### src/rtl/fseq_pkg.sv
`timescale 1ns/1ps
package fseq_pkg;
  // Strobes from control to datapath, valid for the current cycle.
  typedef struct packed {
    logic redirect;    // load the fetch PC with the branch target
    logic killFetch;   // the word now being fetched enters decode as invalid
    logic killDecode;  // the decode entry enters execute as invalid
  } fseqStrobe_t;
endpackage

### src/rtl/fseq_ctrl.sv
`timescale 1ns/1ps
module fseq_ctrl
  import fseq_pkg::*;
(
  input  logic        delaySlotMode,
  input  logic        exValid,
  input  logic        exBrTaken,
  output fseqStrobe_t strobe
);
  logic brFire;

  // A taken flag only counts when a real instruction sits in execute.
  assign brFire = exValid & exBrTaken;

  always_comb begin
    strobe            = '0;
    strobe.redirect   = brFire;
    strobe.killFetch  = brFire;
    // With a delay slot the decode entry survives; otherwise it is dropped too.
    strobe.killDecode = brFire & ~delaySlotMode;
  end
endmodule

### src/rtl/fseq_datapath.sv
`timescale 1ns/1ps
module fseq_datapath
  import fseq_pkg::*;
#(
  parameter int                ADDR_W      = 32,
  parameter int                INSTR_W     = 32,
  parameter int                INSTR_BYTES = 4,
  parameter int                AHEAD       = 2,
  parameter logic [ADDR_W-1:0] RESET_VEC   = '0
) (
  input  logic               clk,
  input  logic               rstN,
  input  fseqStrobe_t        strobe,
  input  logic [ADDR_W-1:0]  brTarget,
  input  logic [INSTR_W-1:0] imemRdata,
  output logic [ADDR_W-1:0]  imemAddr,
  output logic               exValid,
  output logic [INSTR_W-1:0] exInstr,
  output logic [ADDR_W-1:0]  exPc,
  output logic [ADDR_W-1:0]  exPcRel,
  output logic               wbValid,
  output logic [INSTR_W-1:0] wbInstr,
  output logic [ADDR_W-1:0]  wbPc
);
  localparam logic [ADDR_W-1:0] STEP    = ADDR_W'(INSTR_BYTES);
  localparam logic [ADDR_W-1:0] REL_OFS = ADDR_W'(AHEAD * INSTR_BYTES);

  logic [ADDR_W-1:0]  fetchPc;
  logic               decValid;
  logic [ADDR_W-1:0]  decPc;
  logic               exValidQ;
  logic [ADDR_W-1:0]  exPcQ;
  logic [INSTR_W-1:0] exInstrQ;
  logic               wbValidQ;
  logic [ADDR_W-1:0]  wbPcQ;
  logic [INSTR_W-1:0] wbInstrQ;

  // Fetch: the address goes out now and the word returns during decode.
  always_ff @(posedge clk) begin
    if (!rstN) begin
      fetchPc <= RESET_VEC;
    end else if (strobe.redirect) begin
      fetchPc <= brTarget;
    end else begin
      fetchPc <= fetchPc + STEP;
    end
  end

  // Decode: the instruction word is the memory output in this cycle.
  always_ff @(posedge clk) begin
    if (!rstN) begin
      decValid <= 1'b0;
      decPc    <= RESET_VEC;
    end else begin
      decValid <= ~strobe.killFetch;
      decPc    <= fetchPc;
    end
  end

  // Execute: the memory word is captured with the PC it belongs to.
  always_ff @(posedge clk) begin
    if (!rstN) begin
      exValidQ <= 1'b0;
      exPcQ    <= RESET_VEC;
      exInstrQ <= '0;
    end else begin
      exValidQ <= decValid & ~strobe.killDecode;
      exPcQ    <= decPc;
      exInstrQ <= imemRdata;
    end
  end

  // Write-back: invalid entries pass through but never commit.
  always_ff @(posedge clk) begin
    if (!rstN) begin
      wbValidQ <= 1'b0;
      wbPcQ    <= RESET_VEC;
      wbInstrQ <= '0;
    end else begin
      wbValidQ <= exValidQ;
      wbPcQ    <= exPcQ;
      wbInstrQ <= exInstrQ;
    end
  end

  // PC-relative base: the visible PC runs AHEAD instructions in front.
  generate
    if (AHEAD == 0) begin : g_relSame
      assign exPcRel = exPcQ;
    end else begin : g_relAhead
      assign exPcRel = exPcQ + REL_OFS;
    end
  endgenerate

  assign imemAddr = fetchPc;
  assign exValid  = exValidQ;
  assign exPc     = exPcQ;
  assign exInstr  = exInstrQ;
  assign wbValid  = wbValidQ;
  assign wbPc     = wbPcQ;
  assign wbInstr  = wbInstrQ;
endmodule

### src/rtl/ifetch_front.sv
`timescale 1ns/1ps
module ifetch_front
  import fseq_pkg::*;
#(
  parameter int                ADDR_W      = 32,
  parameter int                INSTR_W     = 32,
  parameter int                INSTR_BYTES = 4,
  parameter int                AHEAD       = 2,
  parameter logic [ADDR_W-1:0] RESET_VEC   = ADDR_W'(32'h100)
) (
  input  logic               clk,
  input  logic               rstN,
  input  logic               delaySlotMode,
  output logic [ADDR_W-1:0]  imemAddr,
  input  logic [INSTR_W-1:0] imemRdata,
  output logic               exValid,
  output logic [INSTR_W-1:0] exInstr,
  output logic [ADDR_W-1:0]  exPc,
  output logic [ADDR_W-1:0]  exPcRel,
  input  logic               exBrTaken,
  input  logic [ADDR_W-1:0]  exBrTarget,
  output logic               wbValid,
  output logic [INSTR_W-1:0] wbInstr,
  output logic [ADDR_W-1:0]  wbPc
);
  fseqStrobe_t strobe;

  fseq_ctrl ctrl_i (
    .delaySlotMode (delaySlotMode),
    .exValid       (exValid),
    .exBrTaken     (exBrTaken),
    .strobe        (strobe)
  );

  fseq_datapath #(
    .ADDR_W      (ADDR_W),
    .INSTR_W     (INSTR_W),
    .INSTR_BYTES (INSTR_BYTES),
    .AHEAD       (AHEAD),
    .RESET_VEC   (RESET_VEC)
  ) dp_i (
    .clk       (clk),
    .rstN      (rstN),
    .strobe    (strobe),
    .brTarget  (exBrTarget),
    .imemRdata (imemRdata),
    .imemAddr  (imemAddr),
    .exValid   (exValid),
    .exInstr   (exInstr),
    .exPc      (exPc),
    .exPcRel   (exPcRel),
    .wbValid   (wbValid),
    .wbInstr   (wbInstr),
    .wbPc      (wbPc)
  );
endmodule

### config.mk
export PLATFORM = sky130hd
export DESIGN_NAME = ifetch_front
export DESIGN_NICKNAME = d
export VERILOG_FILES = /design/src/rtl/fseq_pkg.sv /design/src/rtl/fseq_ctrl.sv /design/src/rtl/fseq_datapath.sv /design/src/rtl/ifetch_front.sv
export SDC_FILE = /design/constraint.sdc
export NUM_CORES = 1
export LEC_CHECK = 0
export ABC_AREA = 1
export BUFFER_PORTS_ARGS = -buffer_cell sky130_fd_sc_hd__buf_2
export CAP_MARGIN = 10
export CORE_MARGIN = 3
export CORE_UTILIZATION = 25
export CTS_CLUSTER_SIZE = 8
export DETAILED_ROUTE_END_ITERATION = 8
export PLACE_DENSITY = 0.54
export REMOVE_ABC_BUFFERS = 1
export SYNTH_ARGS = -nofsm -noshare
export SYNTH_HDL_FRONTEND = slang
export SYNTH_SLANG_ARGS = --single-unit
export TNS_END_PERCENT = 10
### constraint.sdc
create_clock -name clk -period 2.21 [get_ports clk]
set_clock_uncertainty 0.15 [all_clocks]
set_input_delay 0.1105 -clock clk [delete_from_list [all_inputs] [get_ports clk]]
set_output_delay 0.1105 -clock clk [all_outputs]
set_load 0.01 [all_outputs]
# Word-level counts from Yosys, hierarchy flattened
# Cells that the tools add are included.
dict set report word_totals {
  ram_bits 0
  word_cells 18
  out_inout_bits 194
  reg_bits 195
  romBits 0
  mem_count 0
  latchBits 0
}
dict set report op_classes {
  n_mul 0
  addsub 2
  reduce_logical 0
  div 0
  n_eq_ne 0
  n_shift 0
  mux 1
  order_cmp 0
  bitwise_logic 6
}
# cell count
set op_table {}
lappend op_table {{$add 32x3->32 const B} 1}
lappend op_table {{$add 32x4->32 const B} 1}
lappend op_table {{$mux 32} 1}
lappend op_table {{$and 1x1->1} 3}
lappend op_table {{$not 1->1} 3}

# Longest topological paths before layout
# Gate-level depths: netlist of run 1.
dict set report logic_depth {
  depth_word 4
  depth_mapped 10
}

# By module
# A second synthesis of run 1 with hierarchy kept.
dict set report unflattened {
  cells_unflattened 1018
  area_unflattened_um2 7430.9
}
# mod seq_area_each_um2 n_inst cells_per_inst area_per_inst_um2
set by_module_without_submodules {}
lappend by_module_without_submodules {fseq_datapath 3903.7 1 1013 7402.1}
lappend by_module_without_submodules {fseq_ctrl 0.0 1 5 28.8}

# Worst setup path before layout of run 1
# Ideal clock, no wire load.
dict set report synth_timing {
  path_type {register -> output}
  start {register dp_i.exPcQ[4] (netlist: dp_i.exPc[4])}
  end {output exPcRel[27]}
  setup_slack_ns 0.558
  required_ns 1.949
  arrival_time_ns 1.392
  path_stages_with_launch 9
  path_buffers 0
  path_cell_list {dfxtp_1 > ha_1 > nand2_1 > inv_1 > nand2_1 > inv_1 > nand2_1 > nor3_2 > xor2_1}
}
dict set report synth_via {
  elab_chain_cells 1
}
# element line_no
set synth_lines {}
lappend synth_lines {{from (decl)} fseq_datapath.sv:32} ;# logic [ADDR_W-1:0] exPcQ;
lappend synth_lines {{from (signal assigned)} fseq_datapath.sv:68} ;# exPcQ <= decPc;
lappend synth_lines {{$add 32x4->32} fseq_datapath.sv:91} ;# assign exPcRel = exPcQ + REL_OFS;
lappend synth_lines {{to (decl)} ifetch_front.sv:19} ;# output logic [ADDR_W-1:0] exPcRel,
# Every way passes these cells.

# Worst setup path after layout of run 1
dict set report layout_timing {
  start {register dp_i.exPcQ[3] (netlist: dp_i.exPc[3])}
  end {output exPcRel[24]}
}
# Same word-level chain as after synthesis.

==> out/metrics.cfg, run 1 <==
[logic_synthesis]
syn_area_per_cell_um2=7.40
ys_async_sr_fraction_pct=0
ys_ff_latch=195
ys_seq_area_share_pct=53.4
synth_cells=989
synth_ff_type=dfxtp_1
synth-edff-count=0
yosysWarnings=0
synthesis.area_um2=7310
ys_types=29

[sta]
hold_violations=0
fmax_mhz=466
setup_violations=0
slew_violations=0
worst_slew_pin_slew_ns=0.776
maxSlewHeadroom_pct=48.3
rsz0062_at_grt=yes
fin_crit_ns=2.15
fin_ws_ns=0.0623
finalCritPeriodShare_pct=97.2

[cts]
cts_root_buf=clkbuf_16
clkLatencyLatePin_ns=0.43
clkTransAtPathRegs_ns=0.08
cts.sinks=195
htree_levels=4
clockBufferDepth=2
cts_tree=built
cts-buffers-inserted=17

[placement]
place.gp.congestion=0.814
dp_hpwl_um=15900
place_ws_ns=0.346
port_buffers=261

[min_path]
hold_path_class=in2reg
min_to=dp_i.imemAddr[3]
hp-start=exBrTaken
hold_path_depth=4

[floorplanning]
die_w_um=177
coreArea_um2=28300
pin_count=262
initial_core_util_pct=25.8
die-height_um=177
placementRows=61
fp.dieArea_um2=31300

[global_route]
grt_pass1_wl_um=33200
grt_util_all_layers_pct=13.4
grt_pass1_vias=6397
antenna_found_initial=0
grt_max_degree=173
grt_overflow=0

[pwr]
p_int_w=0.00558
netSwitchingFraction_pct=25.5
powerDensity_nw_per_um2=712
cellLeakagePower_nw=6.21
p_clk_share_pct=41.9
p_sw_w=0.00191
pwr-share-seq_pct=49.9
comb_power_share_pct=8.2
vdd_drop_max_mv=0.404

[layout]
layout-drive-gt1-share_pct=27.2
areaGrowthSynthToFinish_pct=43.9
utilization_pct=37.2
antennaDiodeCount=0
layout.nets=1388

[critical_path]
crit_type=reg2out
r2r-end=dp_i.exValid
r2r_slack_ns=0.36
end_kind=output port
crit-reg2reg-launch=dp_i.exValid
rr_worst_depth=5
start_kind=flop
crit_arrival_ns=1.89
critical_path.max_fanout=5
critical_path_required_ns=1.95

[run]
drv_cap=0

[drt]
drc=0
vias=6593
first_iter_violations=351
wl_um=21500
routedWlPerCell_um=12.6
drtAntennaViolNets=0
firstDrtPassIters=5
vias_per_cell=3.86

[outcome]
outcome=finished, final reports clean

metrics by stage:
stage	cell area, um2	total power, W	hold WS (ns)	setup TNS (ns)	cells
after floorplan	7180	0.00403	0.0296	0	959
after global placement	9030	0.00434	0.140	0	1604
after detailed placement	9030	0.00434	0.144	0	1604
after CTS	10400	0.00763	0.0577	0	1705
after global routing	10500	0.00785	0.116	-0.195	1709
final	10500	0.00749	0.0780	0	1709
routing by layer:
metal	routed length, um	track usage (%)	share of wire, %
met1	9260	16.3	43
met2	10600	23.1	49
met3	1140	3.28	5.3
met4	513	4.91	2.4
met5	0	0	0
power by group through the flow:
stage	sequential, W	clock [W]	combinational (W)
after global routing	0.00376	0.00341	0.000689
final	0.00374	0.00314	0.000616
after CTS	0.00374	0.00327	0.000623
after detailed placement	0.00382	0	0.000520
after floorplan	0.00385	0	0.000174
after global placement	0.00382	0	0.000517
worst max-delay path by stage:
stage	slack, ns	to	start
floorplan	0.18	dp_i.imemAddr[8]	dp_i.exValid
global placement	0.36	exPcRel[22]	dp_i.exPc[5]
detailed placement	0.35	exPcRel[31]	dp_i.exPc[4]
CTS	0.003	exPcRel[29]	dp_i.exPc[4]
global route	-0.04	exPcRel[25]	dp_i.exPc[3]
finish	0.06	exPcRel[24]	dp_i.exPc[3]
layout by cell type (no fill, tap or decap), drive strengths merged:
cell,n
nand3,30
nor2,126
xnor2,12
nand4,9
a21oi,9
clkinv,5
o21bai,1
or2,2
o21ai,26
nor3,8
nand3b,2
nand2,292
clkbuf,18
dfxtp,195
o221ai,1
buf,271
inv,233
ha,2
dlygate4sd3,69
clkinvlp,1
xor2,18
bufinv,1
cell usage after synthesis (3+ instances only):
master / n / area (um2)
xnor2_1: 12 / 105
nor2_1: 116 / 435
buf_1: 3 / 11.3
clkbuf_1: 14 / 52.6
nand2_2: 3 / 18.8
nand2_1: 287 / 1080
nor2_2: 4 / 25.0
nor2_4: 6 / 67.6
nand3_1: 28 / 140
nand4_1: 8 / 50.1
xor2_1: 18 / 158
dfxtp_1: 195 / 3900
inv_1: 226 / 848
buf_2: 10 / 50.1
a21oi_1: 9 / 45.0
nor3_1: 6 / 30.0
o21ai_0: 24 / 120
buf_4: 3 / 22.5
area by class of cell:
type                       instances  area [um2]
fill                            2992       17800
sequential                       195        3930
multi-input combinational        538        2550
timing repair buffer             340        2110
inverter                         226         848
tap                              378         473
clock buffer                      18         439
clock inverter                    14         166
cell families after synthesis:
| kind of cell | count (synthesis) | share of synthesized area [%] |
|---|---|---|
| fa+ha+maj | 2 | 0.342 |
| compound gates | 37 | 2.62 |
| buf+inv | 256 | 13.5 |
| xor+xnor | 30 | 3.59 |
| simple gates | 469 | 26.6 |
| flops | 195 | 53.4 |
worst max-delay path, cell delays in order, from the launching register on:
cell and delay, ns:
dfxtp_4 0.39, buf_4 0.11, nand3_2 0.14, nor2_4 0.17
nand4_2 0.17, nor2_2 0.13, xor2_1 0.19, buf_2 0.16
what timing repair did:
| action | 4_1_cts | 5_1_grt |
|---|---|---|
| setup endpoints to repair | 14 | 18 |
| resized for setup | 11 | 43 |
| pin swaps | 0 | 5 |
| setup buffers | 0 | 4 |
| endpoints found under the hold margin | 66 | 0 |
| hold buffers | 69 | 0 |
state kept, by name, summed over array words and instances (netlist names):
| register | cells |
|---|---|
| dp_i.decPc | 32 |
| dp_i.exInstr | 32 |
| dp_i.exPc | 32 |
| dp_i.imemAddr | 32 |
| dp_i.wbInstr | 32 |
| dp_i.wbPc | 32 |
| dp_i.decValid | 1 |
| dp_i.exValid | 1 |
| dp_i.wbValid | 1 |
No activity file was read; power rests on OpenSTA's default activity.
==> inputs of run 2 (changes only) <==
Settings changed: ABC_AREA 1 to 0, BUFFER_PORTS_ARGS -buffer_cell sky130_fd_sc_hd__buf_2 to unset, DONT_BUFFER_PORTS set to 1, PLACE_DENSITY 0.54 to 0.46.
==> run 2 against run 1 <==
Net effect:
- the flow now finishes with violations (negative setup slack)
- die area down 9.1%
- global-route usage down 0.15 points
- non-clock buffer count down 192
- sequential share of layout area up 6.6 points
- combinational power fell by 27%
- fmax down 5.0%
- synthesized cell count fell by 35%
- hold slack worse by 0.054 ns
- first-iteration DRC count decreased by 16%
- sequential power hardly changed
- power shrank 4.8%
- critical path type unchanged
==> out/metrics.cfg, run 2 <==
[critical_path]
critical_path.max_fanout=9  ; +4
r2r-end=dp_i.imemAddr[31]
worstSetupStartpoint=dp_i.exPc[4]
crit_path_end=exPcRel[31]
end_kind=output port
r2r_slack_ns=0.15  ; -0.21 ns
crit_arrival_ns=2.00  ; +0.11 ns
rr_worst_depth=5  ; unchanged
crit_type=reg2out
start_kind=flop
critical_path_required_ns=1.95  ; about the same
crit-reg2reg-launch=dp_i.imemAddr[8]

[sta]
maxSlewHeadroom_pct=60.3  ; +12 points
fin_setup_tns_ns=-0.0536  ; -0.0536 ns
fmax_mhz=443  ; -5.0%
fin_crit_ns=2.26  ; +0.112 ns
rsz0062_at_grt=yes
whs_ns=0.0240  ; -0.0541 ns
fin_ws_ns=-0.0497  ; -0.112 ns
slew_violations=0  ; unchanged
setup_violations=2  ; +2
hold_violations=0  ; unchanged
worst_slew_pin_slew_ns=0.590  ; -0.186 ns
finalCritPeriodShare_pct=102  ; +5.1 points

[global_route]
grt_util_all_layers_pct=13.3  ; -0.15 points
grt_max_degree=163  ; -5.8%
grt_pass1_vias=5072  ; -21%
antenna_found_initial=0  ; unchanged
grt_overflow=0  ; unchanged
grt_pass1_wl_um=29500  ; -11%

[drt]
firstDrtPassIters=7  ; +2
wl_um=19400  ; -9.6%
vias=4949  ; -25%
drc=0  ; unchanged
vias_per_cell=4.44  ; +15%
routedWlPerCell_um=17.4  ; +39%
first_iter_violations=296  ; -16%
drtAntennaViolNets=0  ; unchanged

[cts]
cts.sinks=195  ; unchanged
clkTransAtPathRegs_ns=0.07  ; about the same
cts_tree=built
cts-buffers-inserted=17  ; unchanged
cts_root_buf=clkbuf_16
clockBufferDepth=2  ; unchanged
clkLatencyLatePin_ns=0.43  ; about the same
htree_levels=4  ; unchanged

[logic_synthesis]
ys_ff_latch=195  ; unchanged
yosysMostFrequentCell=dfxtp_1
ys_async_sr_fraction_pct=0  ; unchanged
synthesis.area_um2=6630  ; -9.4%
ys_types=40  ; +38%
syn_area_per_cell_um2=10.3  ; +40%
synth-edff-count=0  ; unchanged
synth_ff_type=dfxtp_1
synth_top_cell_area_share_pct=58.9  ; +5.5 points
synth_commonest_cells=dfxtp_1, and2_1, nand2_1, nand3_1, xnor2_1
synth_area_leaders=dfxtp_1, and2_1, xnor2_1, nand3_1, nand4_1
yosysWarnings=0  ; unchanged
synth_cells=642  ; -35%
ys_seq_area_share_pct=58.9  ; +5.5 points
yosysTopAreaCell=dfxtp_1

[pwr]
cellLeakagePower_nw=3.52  ; -43%
powerDensity_nw_per_um2=801  ; +12%
vdd_drop_max_mv=0.467  ; +15%

[layout]
utilization_pct=34.8  ; -2.4 points
layout.nets=843  ; -39%
final_cell_mix=dfxtp_1, and2_1, dlygate4sd3_1
antennaDiodeCount=0  ; unchanged
areaGrowthSynthToFinish_pct=34.4
layout-drive-gt1-share_pct=16.3  ; -11 points
nFillCells=2582  ; -14%
final_common_cell=dfxtp_1

[floorplanning]
initial_core_util_pct=25.9  ; +0.045 points
coreArea_um2=25600  ; -9.5%
die_w_um=169  ; -4.6%
pin_count=262  ; unchanged
die-height_um=169  ; -4.6%
placementRows=58  ; -4.9%
fp.dieArea_um2=28500  ; -9.1%

[placement]
port_buffers=0  ; -100%
dp_hpwl_um=13500  ; -15%
place.gp.congestion=0.766  ; -6.0%

[outcome]
outcome=finished, violations left
violations=negative setup slack

[run]
drv_cap=0  ; unchanged

[min_path]
hold_path_class=in2reg

-- run 2: stage by stage --
| step | instance area (um2) | total power (W) | worst slack, ns | instances |
|---|---|---|---|---|
| 2_1_floorplan | 6450 | 0.00399 | 0.0950 | 606 |
| 3_3_place_gp | 7320 | 0.00414 | 0.221 | 993 |
| 3_5_place_dp | 7320 | 0.00414 | 0.133 | 993 |
| 4_1_cts | 8880 | 0.00725 | -0.100 | 1115 |
| 5_1_grt | 8910 | 0.00746 | -0.232 | 1115 |
| 6_report | 8910 | 0.00713 | -0.0497 | 1115 |
-- run 2: metal layers --
layer / GRT usage [%] / part of all wire [%] / wire (um)
met3: 5.23 / 8.9 / 1730
met4: 4.73 / 2.2 / 419
met1: 15.2 / 41 / 7880
met5: 0 / 0 / 0
met2: 22.6 / 48 / 9420
-- run 2: final cells by class --
type	instances	area (um2)	share of cell area (%)
Sequential cell	195	3920	44.0
Multi-Input combinational cell	404	2640	29.7
Timing Repair Buffer	148	1360	15.3
Clock buffer	17	425	4.78
Tap cell	330	413	4.64
Clock inverter	14	124	1.39
Inverter	7	26.3	0.295
-- run 2: how the worst min path moves through the flow --
stage                        endpoint  cells after the start       from  slack (ns)
global placement         dp_i.wbPc[8]                      1       rstN        0.07
global route        dp_i.imemAddr[22]                      2  exBrTaken        0.07
CTS                 dp_i.imemAddr[22]                      2  exBrTaken        0.02
detailed placement       dp_i.wbPc[8]                      1       rstN        0.06
floorplan                dp_i.exPc[8]                      1       rstN        0.03
finish               dp_i.imemAddr[1]                      3  exBrTaken        0.02
-- run 2: worst max-delay path, cell delays in order, from the launching register on --
cell     delay, ns
dfxtp_1       0.35
ha_2          0.23
inv_1         0.08
nor4_4        0.28
buf_6         0.19
nand4_1       0.14
xnor2_1       0.16
buf_4         0.14
-- run 2: cells by family (layout without fill, tap and decap cells) --
kind of cell | Yosys count | after routing | share of synthesized area, %
fa+ha+maj | 2 | 2 | 0.377
xor+xnor | 39 | 39 | 5.15
compound gates | 65 | 65 | 6.06
buf+inv | 43 | 186 | 3.11
flops | 195 | 195 | 58.9
simple gates | 298 | 298 | 26.4
-- run 2: what timing repair did --
item	in CTS	in global routing
setup buffers	3	0
setup endpoints to repair	17	21
hold buffers	88	0
endpoints found under the hold margin	193	0
resized for setup	21	7
pin swaps	4	0
-- run 2: power by group --
group | switching [W] | internal (W)
logic | 0.000211 | 0.000235
registers | 0.000124 | 0.00364
clock network | 0.00144 | 0.00148
total | 0.00178 | 0.00536
==> inputs of run 3 (changes only) <==
Settings changed: HOLD_SLACK_MARGIN set to 0.05, PLACE_DENSITY 0.46 to unset.
==> run 3 against run 2 <==
Net effect:
- the run still ends with negative setup slack left
- register-to-register slack gained 0.06 ns
- count of clock-buffer cells in the layout is the same
- via count shrank 1.7%
- worst setup slack gained 0.020 ns
- sequential share of layout area shrank 0.80 points
- power grew 3.1%
- first-iteration DRC count shrank 22%
- final cell count grew 1.2%
- global-route usage shrank 0.63 points
- hold slack gained 0.11 ns
- utilization grew 0.71 points
- critical path type unchanged
- critical endpoint unchanged
==> out/metrics.cfg, run 3 (synthesized netlist as in run 2, its figures left out) <==
[placement]
place.gp.congestion=0.817  ; +6.7%
port_buffers=0  ; unchanged
dp_hpwl_um=13400  ; -1.3%

[cts]
cts_tree=built
clockBufferDepth=2  ; unchanged
clkTransAtPathRegs_ns=0.08  ; about the same
cts.sinks=195  ; unchanged
clkLatencyLatePin_ns=0.43  ; about the same
cts_root_buf=clkbuf_16
cts-buffers-inserted=17  ; unchanged
htree_levels=4  ; unchanged

[critical_path]
crit-reg2reg-launch=dp_i.imemAddr[8]
crit_path_top_delay_cell=dfxtp_4
cpPeakStageDelay_ns=0.40  ; +0.05 ns
end_kind=output port
critical_path.max_fanout=5  ; -4
path_cells=nand2_1 > nor4_4 > buf_4 > buf_6 > nand4_1 > xnor2_1 > buf_4
crit_type=reg2out
crit_family=simple AND/OR/NAND/NOR gates
crit_arrival_ns=1.98  ; -0.02 ns
rr_worst_depth=4  ; -1
cp.depth=7  ; unchanged
critical_path_required_ns=1.95  ; about the same
r2r_slack_ns=0.21  ; +0.06 ns
start_kind=flop
cp_common_cell=buf_4
r2r-end=dp_i.imemAddr[21]
crit_buf_inv=3  ; unchanged

[floorplanning]
pin_count=262  ; unchanged
die-height_um=169  ; unchanged
initial_core_util_pct=25.9  ; unchanged
placementRows=58  ; unchanged
fp.dieArea_um2=28500  ; unchanged
die_w_um=169  ; unchanged
coreArea_um2=25600  ; unchanged

[sta]
fin_crit_ns=2.24  ; -0.0199 ns
fin_setup_tns_ns=-0.0403  ; +0.0133 ns
hold_violations=0  ; unchanged
maxSlewHeadroom_pct=67.8  ; +7.5 points
slew_violations=0  ; unchanged
finalCritPeriodShare_pct=101  ; -0.90 points
fin_ws_ns=-0.0298  ; +0.0199 ns
rsz0062_at_grt=yes
fmax_mhz=446  ; +0.89%
setup_violations=2  ; unchanged
worst_slew_pin_slew_ns=0.480  ; -0.110 ns

[pwr]
p_int_w=0.00544  ; +1.7%
netSwitchingFraction_pct=26.0  ; +1.1 points
cellLeakagePower_nw=3.60  ; +2.2%
comb_power_share_pct=6.3  ; about the same
powerDensity_nw_per_um2=809  ; +1.0%
p_clk_share_pct=42.7  ; +1.8 points
pwr-share-seq_pct=51.1  ; -1.7 points
vdd_drop_max_mv=0.494  ; +5.9%
p_sw_w=0.00191  ; +7.5%
power_w=0.00735  ; +3.1%

[min_path]
min_to=dp_i.wbPc[8]
hold_path_class=in2reg
hold_path_depth=2  ; -1
hp-start=rstN

[layout]
seq_area_um2=3920  ; +0.19%
antennaDiodeCount=0  ; unchanged
multi_input_area_um2=2620  ; -0.85%
final_common_cell=dfxtp_1
areaGrowthSynthToFinish_pct=37.1
layout.nets=855  ; +1.4%
nFillCells=2549  ; -1.3%
layout-drive-gt1-share_pct=16.8  ; +0.49 points
final_cell_mix=dfxtp_1, and2_1, dlygate4sd3_1

[drt]
drc=0  ; unchanged
vias_per_cell=4.31  ; -2.9%
routedWlPerCell_um=16.6  ; -4.8%
first_iter_violations=230  ; -22%
wl_um=18700  ; -3.7%
vias=4864  ; -1.7%
drtAntennaViolNets=0  ; unchanged
firstDrtPassIters=4  ; -3

[global_route]
grt_max_degree=166  ; +1.8%
grt_overflow=0  ; unchanged
grt_pass1_wl_um=28100  ; -4.9%
antenna_found_initial=0  ; unchanged
grt_util_all_layers_pct=12.7  ; -0.63 points
grt_pass1_vias=4808  ; -5.2%

[run]
drv_cap=0  ; unchanged

[outcome]
outcome=finished, violations left
violations=negative setup slack

-- run 3: cell count changes in the layout (fill, tap and decap cells not counted), moves of 2 or more --
cell           change
clkinv_4           -4
xnor2_2            -2
nand3_2            -2
dfxtp_4            +2
clkinv_2           -2
inv_8              -2
buf_6              +3
dlygate4sd3_1      +4
dfxtp_1            -2
nand3_1            +2
clkinv_8           +5
inv_12             +3
buf_4              +4
xnor2_1            +2
-- run 3: worst reg2reg max path: cells and delay by family (launching register included) --
family / cells / cell delay [ns]
AOI/OAI and AO/OA: 1 / 0.16
DFF: 1 / 0.47
and+or+nand+nor: 3 / 1.16
-- run 3: worst max path at each step --
stage                        end               from  slack [ns]
2_1_floorplan        exPcRel[22]       dp_i.exPc[9]        0.09
3_3_place_gp   dp_i.imemAddr[21]   dp_i.imemAddr[8]        0.25
3_5_place_dp   dp_i.imemAddr[30]  dp_i.imemAddr[11]        0.22
4_1_cts              exPcRel[31]       dp_i.exPc[5]        -0.1
5_1_grt              exPcRel[22]       dp_i.exPc[8]       -0.17
6_report             exPcRel[31]      dp_i.exPc[14]       -0.03
-- run 3: area by class of cell --
cell class	instances	share of cell area [%]
clock buffers	17	4.68
clock inverters	15	2.15
inverters	7	0.289
multi-input cells	404	28.8
flip-flops and latches	195	43.2
well taps	330	4.54
repair buffers	160	16.4
-- run 3: power by group through the flow --
stage          registers (W)  clock network (W)  logic [W]
3_5_place_dp         0.00384                  0   0.000297
4_1_cts              0.00376            0.00324   0.000468
2_1_floorplan        0.00385                  0   0.000142
3_3_place_gp         0.00384                  0   0.000294
5_1_grt              0.00378            0.00338   0.000509
6_report             0.00376            0.00314   0.000460
-- run 3: what timing repair did --
item,CTS,global route
hold buffers,92,0
hold endpoints to repair,195,0
buffers inserted,4,2
resized for setup,19,14
cloned,1,0
endpoints found under the setup margin,17,19
pin swaps,7,5
-- run 3: through the flow --
step | area, um2 | setup slack (ns) | cells | hold slack [ns] | util (%)
2_1_floorplan | 6450 | 0.0950 | 606 | 0.0335 | -
3_3_place_gp | 7340 | 0.249 | 997 | 0.0568 | 28.7
3_5_place_dp | 7340 | 0.216 | 997 | 0.0618 | 28.7
4_1_cts | 9010 | -0.0997 | 1126 | 0.107 | 35.2
5_1_grt | 9090 | -0.168 | 1128 | 0.125 | 35.5
6_report | 9090 | -0.0298 | 1128 | 0.131 | 35.5
-- run 3: routing by layer --
| metal | global-route usage, % | part of all wire (%) | vias up |
|---|---|---|---|
| met1 | 14.2 | 40 | 2243 |
| met4 | 4.23 | 1.7 | 0 |
| met2 | 21.4 | 50 | 153 |
| met5 | 0 | 0 | - |
| met3 | 5.67 | 9.1 | 22 |
| li1 | - | - | 2446 |
